[src/rtl/irq_pkg.sv]
package irq_pkg;

  typedef enum logic {
    TRIG_LEVEL = 1'b0,
    TRIG_EDGE  = 1'b1
  } trig_e;

  // A falling transition between two successive machine-cycle samples.
  function automatic logic is_fall(input logic prev_s, input logic cur_s);
    return prev_s & ~cur_s;
  endfunction

  // Request output: flag gated by enable, the service window and hold.
  function automatic logic gate_req(input logic en, input logic flag,
                                    input logic win, input logic hold);
    return en & flag & ~win & ~hold;
  endfunction

endpackage

[src/rtl/irq_sync.sv]
module irq_sync #(
  parameter int STAGES = 2
) (
  input  logic clk,
  input  logic rst_n,
  input  logic d_i,
  output logic q_o
);
  logic [STAGES-1:0] chain_q;

  generate
    for (genvar s = 0; s < STAGES; s++) begin : g_stage
      always_ff @(posedge clk or negedge rst_n) begin
        if (!rst_n) chain_q[s] <= 1'b1;
        else if (s == 0) chain_q[s] <= d_i;
        else chain_q[s] <= chain_q[(s == 0) ? 0 : s-1];
      end
    end
  endgenerate

  assign q_o = chain_q[STAGES-1];
endmodule

[src/rtl/irq_line.sv]
module irq_line
  import irq_pkg::*;
(
  input  logic clk,
  input  logic rst_n,
  input  logic pin_s_i,
  input  logic strobe_i,
  input  logic en_i,
  input  logic trig_i,
  input  logic ack_i,
  input  logic reti_i,
  input  logic hold_i,
  output logic flag_o,
  output logic req_o,
  output logic sample_o,
  output logic fall_o,
  output logic window_o
);
  logic  smp_q;
  logic  edge_q;
  logic  win_q;
  logic  take;
  trig_e trig;

  assign trig   = trig_e'(trig_i);
  assign take   = strobe_i & en_i;
  assign fall_o = take & is_fall(smp_q, pin_s_i);

  always_ff @(posedge clk or negedge rst_n) begin
    if (!rst_n) smp_q <= 1'b1;
    else if (take) smp_q <= pin_s_i;
  end

  // Acknowledge wins over a coincident edge.
  always_ff @(posedge clk or negedge rst_n) begin
    if (!rst_n) edge_q <= 1'b0;
    else if (ack_i) edge_q <= 1'b0;
    else if (fall_o && trig == TRIG_EDGE && !win_q) edge_q <= 1'b1;
  end

  always_ff @(posedge clk or negedge rst_n) begin
    if (!rst_n) win_q <= 1'b0;
    else if (ack_i) win_q <= 1'b1;
    else if (reti_i) win_q <= 1'b0;
  end

  always_comb begin
    if (trig == TRIG_EDGE) flag_o = edge_q;
    else flag_o = en_i & ~smp_q;
  end

  assign req_o    = gate_req(en_i, flag_o, win_q, hold_i);
  assign sample_o = smp_q;
  assign window_o = win_q;
endmodule

[src/rtl/ext_irq_detector.sv]
module ext_irq_detector #(
  parameter int N_LINES     = 2,
  parameter int SYNC_STAGES = 2
) (
  input  logic                 clk,
  input  logic                 rst_n,
  input  logic [N_LINES-1:0]   pin_i,
  input  logic                 mc_strobe_i,
  input  logic [N_LINES-1:0]   enable_i,
  input  logic [N_LINES-1:0]   trig_i,
  input  logic [N_LINES-1:0]   ack_i,
  input  logic [N_LINES-1:0]   reti_i,
  input  logic [N_LINES-1:0]   hold_i,
  output logic [N_LINES-1:0]   flag_o,
  output logic [N_LINES-1:0]   req_o,
  output logic [2*N_LINES-1:0] status_o
);
  localparam int STW = 2 * N_LINES;

  // Internal events brought out for the checker.
  logic [N_LINES-1:0] pin_sync_w;
  logic [N_LINES-1:0] sample_w;
  logic [N_LINES-1:0] fall_w;
  logic [N_LINES-1:0] window_w;

  generate
    for (genvar k = 0; k < N_LINES; k++) begin : g_line
      irq_sync #(.STAGES(SYNC_STAGES)) u_sync (
        .clk   (clk),
        .rst_n (rst_n),
        .d_i   (pin_i[k]),
        .q_o   (pin_sync_w[k])
      );
      irq_line u_line (
        .clk      (clk),
        .rst_n    (rst_n),
        .pin_s_i  (pin_sync_w[k]),
        .strobe_i (mc_strobe_i),
        .en_i     (enable_i[k]),
        .trig_i   (trig_i[k]),
        .ack_i    (ack_i[k]),
        .reti_i   (reti_i[k]),
        .hold_i   (hold_i[k]),
        .flag_o   (flag_o[k]),
        .req_o    (req_o[k]),
        .sample_o (sample_w[k]),
        .fall_o   (fall_w[k]),
        .window_o (window_w[k])
      );
    end
  endgenerate

  always_comb begin
    status_o = '0;
    for (int k = 0; k < N_LINES; k++) begin
      status_o[2*k]   = trig_i[k];
      status_o[2*k+1] = flag_o[k];
    end
  end

  logic unused_stw;
  assign unused_stw = (STW == 0);
endmodule

[config.mk]
export PLATFORM = sky130hd
export DESIGN_NAME = ext_irq_detector
export DESIGN_NICKNAME = d
export VERILOG_FILES = /design/src/rtl/irq_pkg.sv /design/src/rtl/irq_sync.sv /design/src/rtl/irq_line.sv /design/src/rtl/ext_irq_detector.sv
export SDC_FILE = /design/constraint.sdc
export NUM_CORES = 1
export LEC_CHECK = 0
export CAP_MARGIN = 25
export CELL_PAD_IN_SITES_DETAIL_PLACEMENT = 0
export CELL_PAD_IN_SITES_GLOBAL_PLACEMENT = 1
export CORE_ASPECT_RATIO = 1.1
export CORE_MARGIN = 2
export CORE_UTILIZATION = 28
export CTS_CLUSTER_DIAMETER = 30
export DETAILED_ROUTE_END_ITERATION = 10
export PLACE_DENSITY = 0.76
export SLEW_MARGIN = 20
export SYNTH_ARGS = -nofsm -noshare
export SYNTH_HDL_FRONTEND = slang
export SYNTH_HIERARCHICAL = 1
export SYNTH_SLANG_ARGS = --single-unit
[constraint.sdc]
create_clock -name clk -period 1.6 [get_ports clk]
set_clock_uncertainty 0.05 [all_clocks]
set_input_delay 0.32 -clock clk [delete_from_list [all_inputs] [get_ports clk]]
set_output_delay 0.32 -clock clk [all_outputs]
set_load 0.02 [all_outputs]
### After elaboration in Yosys (flattened, before gate mapping)

Cells that the tools add are included.

| word-level totals | value |
|---|---|
| register bits after elaboration | 10 |
| latch bits | 0 |
| bits in writable memories | 0 |
| memory bits (read-only) | 0 |
| input bits | 15 |
| output and inout port bits | 8 |
| logic and storage cells | 52 |
| memories kept | 0 |

| cells by class | value |
|---|---|
| $add $sub $neg | 0 |
| multipliers | 0 |
| divide/modulo/power cells | 0 |
| order comparisons | 0 |
| eq/ne operators | 0 |
| shifts and indexed selects | 0 |
| mux-type cells | 10 |
| bitwise logic cells | 22 |
| reduce and logical (&&, ||, !) cells | 10 |

Operators with widths:

| operator | count |
|---|---|
| 1-bit bitwise AND | 14 |
| 1-bit 2-to-1 mux | 10 |
| 1-bit inverter | 8 |
| 2-bit nonzero test | 4 |
| 1-bit logical AND | 4 |
| 1-bit logical NOT | 2 |

### Depth between registers and ports, before layout

| depth | value |
|---|---|
| depth in word-level cells | 7 |
| gate-level depth with buffers | 3 |
| mapped depth without buffers | 2 |

### By module

Netlist, hierarchy kept.

Modules (own cells, without submodules):

| module | times used | cells each | area each (µm²) | sequential area each (µm²) |
|---|---|---|---|---|
| irq_line | 2 | 17 | 168.9 | 76.3 |
| irq_sync | 2 | 2 | 52.6 | 52.6 |
| ext_irq_detector | 1 | 4 | 30.0 | 0.0 |

### Worst setup path after synthesis

OpenSTA, ideal clock, no wires.

| timing path | value |
|---|---|
| path type | register to output |
| start point | reg g_line[0].u_line.smp_q |
| end point | out req_o[0] |
| data arrival time | 1.385 ns |
| data required time | 1.230 ns |
| path slack | -0.155 ns |
| stages on the path, launching flop included | 3 |
| path buffers | 0 |
| cells stage by stage | dfstp_2 -> or3b_1 -> a2111oi_2 |

| between the ends | value |
|---|---|
| cells in the longest elaborated chain, start to end | 6 |

RTL lines:

| what | RTL line | RTL |
|---|---|---|
| start, declared | irq_line.sv:19 | `logic smp_q;` |
| start signal, assigned | irq_line.sv:31 | `else if (take) smp_q <= pin_s_i;` |
| 1-bit inverter | irq_line.sv:49 | `else flag_o = en_i & ~smp_q;` |
| 1-bit bitwise AND | irq_line.sv:49 |  |
| 1-bit 2-to-1 mux | irq_line.sv:48 | `if (trig == TRIG_EDGE) flag_o = edge_q;` |
| 1-bit bitwise AND (3 in series) | irq_pkg.sv:16 | `return en & flag & ~win & ~hold;` |
| end, declared | ext_irq_detector.sv:15 | `output logic [N_LINES-1:0] req_o,` |

Every way passes these cells.

### Worst setup path after layout

| timing path | value |
|---|---|
| start point | reg g_line[1].u_line.smp_q |
| end point | out req_o[1] |

| between the ends | value |
|---|---|
| cells in the longest elaborated chain, start to end | 6 |

RTL lines:

| what | RTL line |
|---|---|
| start, declared | irq_line.sv:19 |
| start signal, assigned | irq_line.sv:31 |
| 1-bit inverter | irq_line.sv:49 |
| 1-bit bitwise AND | irq_line.sv:49 |
| 1-bit 2-to-1 mux | irq_line.sv:48 |
| 1-bit bitwise AND (3 in series) | irq_pkg.sv:16 |

Every way passes these cells.

==> out/qor.yml <==
clkTransAtPathRegs_ns: 0.06
outcome: "finished with violations"
p_per_area_mw_per_mm2: 770
cts-root-buf: "clkbuf_4"
syn_nets: 55
clockBufferDepth: 2
finalWorstSetupSlack_ns: -0.290
dr_wl_met3_um: 39
clkLatencyLatePin_ns: 0.26
area_delta_synth_final_pct: 83.1
layout.cells.non_filler: 91
nets: 90
critPathSlowestCell: "or3b_4"
cts.sinks: 10
num_vias: 405
final_layout_size_suffix_gt1_share_pct: 51.4
cts_buffers: 3
place_inst: 83
violations: "negative setup slack"
nFillCells: 153
grt_max_degree: 11
syn_avg_cell_area_um2: 11.6
placementRows: 15
period_minus_slack_ns: 1.89
first_pass_iters: 2
fp.dieW_um: 42.9
drt_iter0_drc: 1
via_per_inst: 4.45
synthCells: 40
maxCapViolCount: 0
pre_cts_ws_ns: -0.931
p_leak_nw: 0.376
slew_violations: 0
fmax_mhz: 529
slew_headroom_pct: 72.7
routed_wl_um: 955
gr-total-overflow: 0
hp-class: "input pin to async pin"
hpwl_um: 766
wl_met1_um: 383
ant_nets: 0
grt_pass1_wl_mm: 1.60
antenna_found_initial: 0
crit_arrival_ns: 1.52
yosys_warnings: 6
gp_congestion: 0.680
cp.required_ns: 1.23
worst_slew_pin_slew_ns: 0.408
syn_area_um2: 465
peakVddDrop_mv: 0.580
path_buf_inv: 1
crit_fanout: 2
grt_pass1_vias: 392
hold_violations: 0
drc: 0
cts_tree: "done"
grtUsageTotal_pct: 11.2
crit_type: "flip-flop to primary output"
dr_wl_met2_um: 521
crit_chain: "or3b_4 > a2111oi_4 > buf_4"
ios: 23
critPathLaunchType: "flip-flop"
portBuffers: 22
htree_levels: 1
finalCritPeriodShare_pct: 118
critical_path.top_delay_family: "simple AND/OR/NAND/NOR gates"
num_antenna_cells: 0
setup_viol: 6
die_h_um: 46.8
routedWlPerCell_um: 10.5
dieArea_mm2: 0.00200
slowest_delay_ns: 0.41
dr.max_layer_used: "met4"
cts_hold_buf: 0
utilization_pct: 54.7
rsz0062_at_grt: "true"
critPathCaptureType: "primary output"
start_util_pct: 29.9
coreArea_mm2: 0.00156
## path summary, 6_finish.rpt
check,from,endpoint,slack [ns],cells after the start
max reg2reg,g_line[0].u_line/window_o,g_line[0].u_line/edge_q,0.34,3
min in group clk,g_line[0].u_sync/chain_q[0],g_line[0].u_sync/q_o,0.30,0
min reg2reg,g_line[0].u_sync/chain_q[0],g_line[0].u_sync/q_o,0.30,0
min,rst_n,g_line[1].u_line/window_o,0.30,1
max,g_line[1].u_line/sample_o,req_o[1],-0.29,3
max in group asynchronous,rst_n,g_line[0].u_sync/q_o,0.87,1
## report_power, final
group	total (mW)	switching (mW)	internal [mW]
sequential	0.290	0.0105	0.279
clock	0.217	0.0791	0.138
combinational	0.150	0.0565	0.0933
total	0.656	0.146	0.510
## placed cells by master, fill, tap and decap left out
cell type and count:
nand2_4 2, nand4b_1 2, o22ai_1 2, dlygate4sd2_1 6, inv_1 6, buf_6 7
buf_4 11, dfstp_2 6, a21o_1 2, a2111oi_4 2, clkbuf_4 3, or3b_4 2
clkdlybuf4s50_1 10, or3b_2 2, nand2_1 4, dfrtp_1 4, mux2_2 2, clkbuf_8 1
## metal layers
metal / vias up / GRT usage [%]
met4: 0 / 9.38
met5: - / 0
met3: 2 / 2.31
li1: 203 / -
met2: 8 / 18.8
met1: 192 / 12.6
## sequential cells by signal, summed over array words and instances (netlist names)
register	cells
g_line.u_line/edge_q	2
g_line.u_line/sample_o	2
g_line.u_sync/q_o	2
g_line.u_line/window_o	2
g_line.u_sync/chain_q	2
## repair_timing
| item | in CTS | in global routing |
|---|---|---|
| setup buffers | 2 | 2 |
| endpoints found under the setup margin | 8 | 6 |
| pin swaps | 6 | 3 |
| hold endpoints to repair | 0 | 0 |
| resized for setup | 44 | 5 |
## worst reg2reg max path: stages, from the launching register on
cell and delay, ns:
dfrtp_1 0.41, buf_4 0.15, or3b_2 0.45, o22ai_1 0.12
## through the flow
| step | hold slack (ns) | cell area [µm²] | power, mW | setup TNS, ns |
|---|---|---|---|---|
| 6_report | 0.305 | 852 | 0.656 | -1.28 |
| 5_1_grt | 0.313 | 852 | 0.697 | -1.62 |
| 4_1_cts | 0.306 | 816 | 0.659 | -1.08 |
| 3_5_place_dp | 0.297 | 762 | 0.428 | -5.13 |
| 3_3_place_gp | 0.296 | 762 | 0.425 | -5.08 |
| 2_1_floorplan | -0.0256 | 490 | 0.342 | 0 |
## final cells by class
| type | instances | area [µm²] | share of cell area [%] |
|---|---|---|---|
| multi-input cells | 20 | 200 | 23.5 |
| well taps | 17 | 21.3 | 2.50 |
| repair buffers | 34 | 314 | 36.9 |
| clock buffers | 4 | 36.3 | 4.26 |
| flip-flops and latches | 10 | 258 | 30.2 |
| inverters | 6 | 22.5 | 2.64 |
Power figures use the tool's default switching activity.
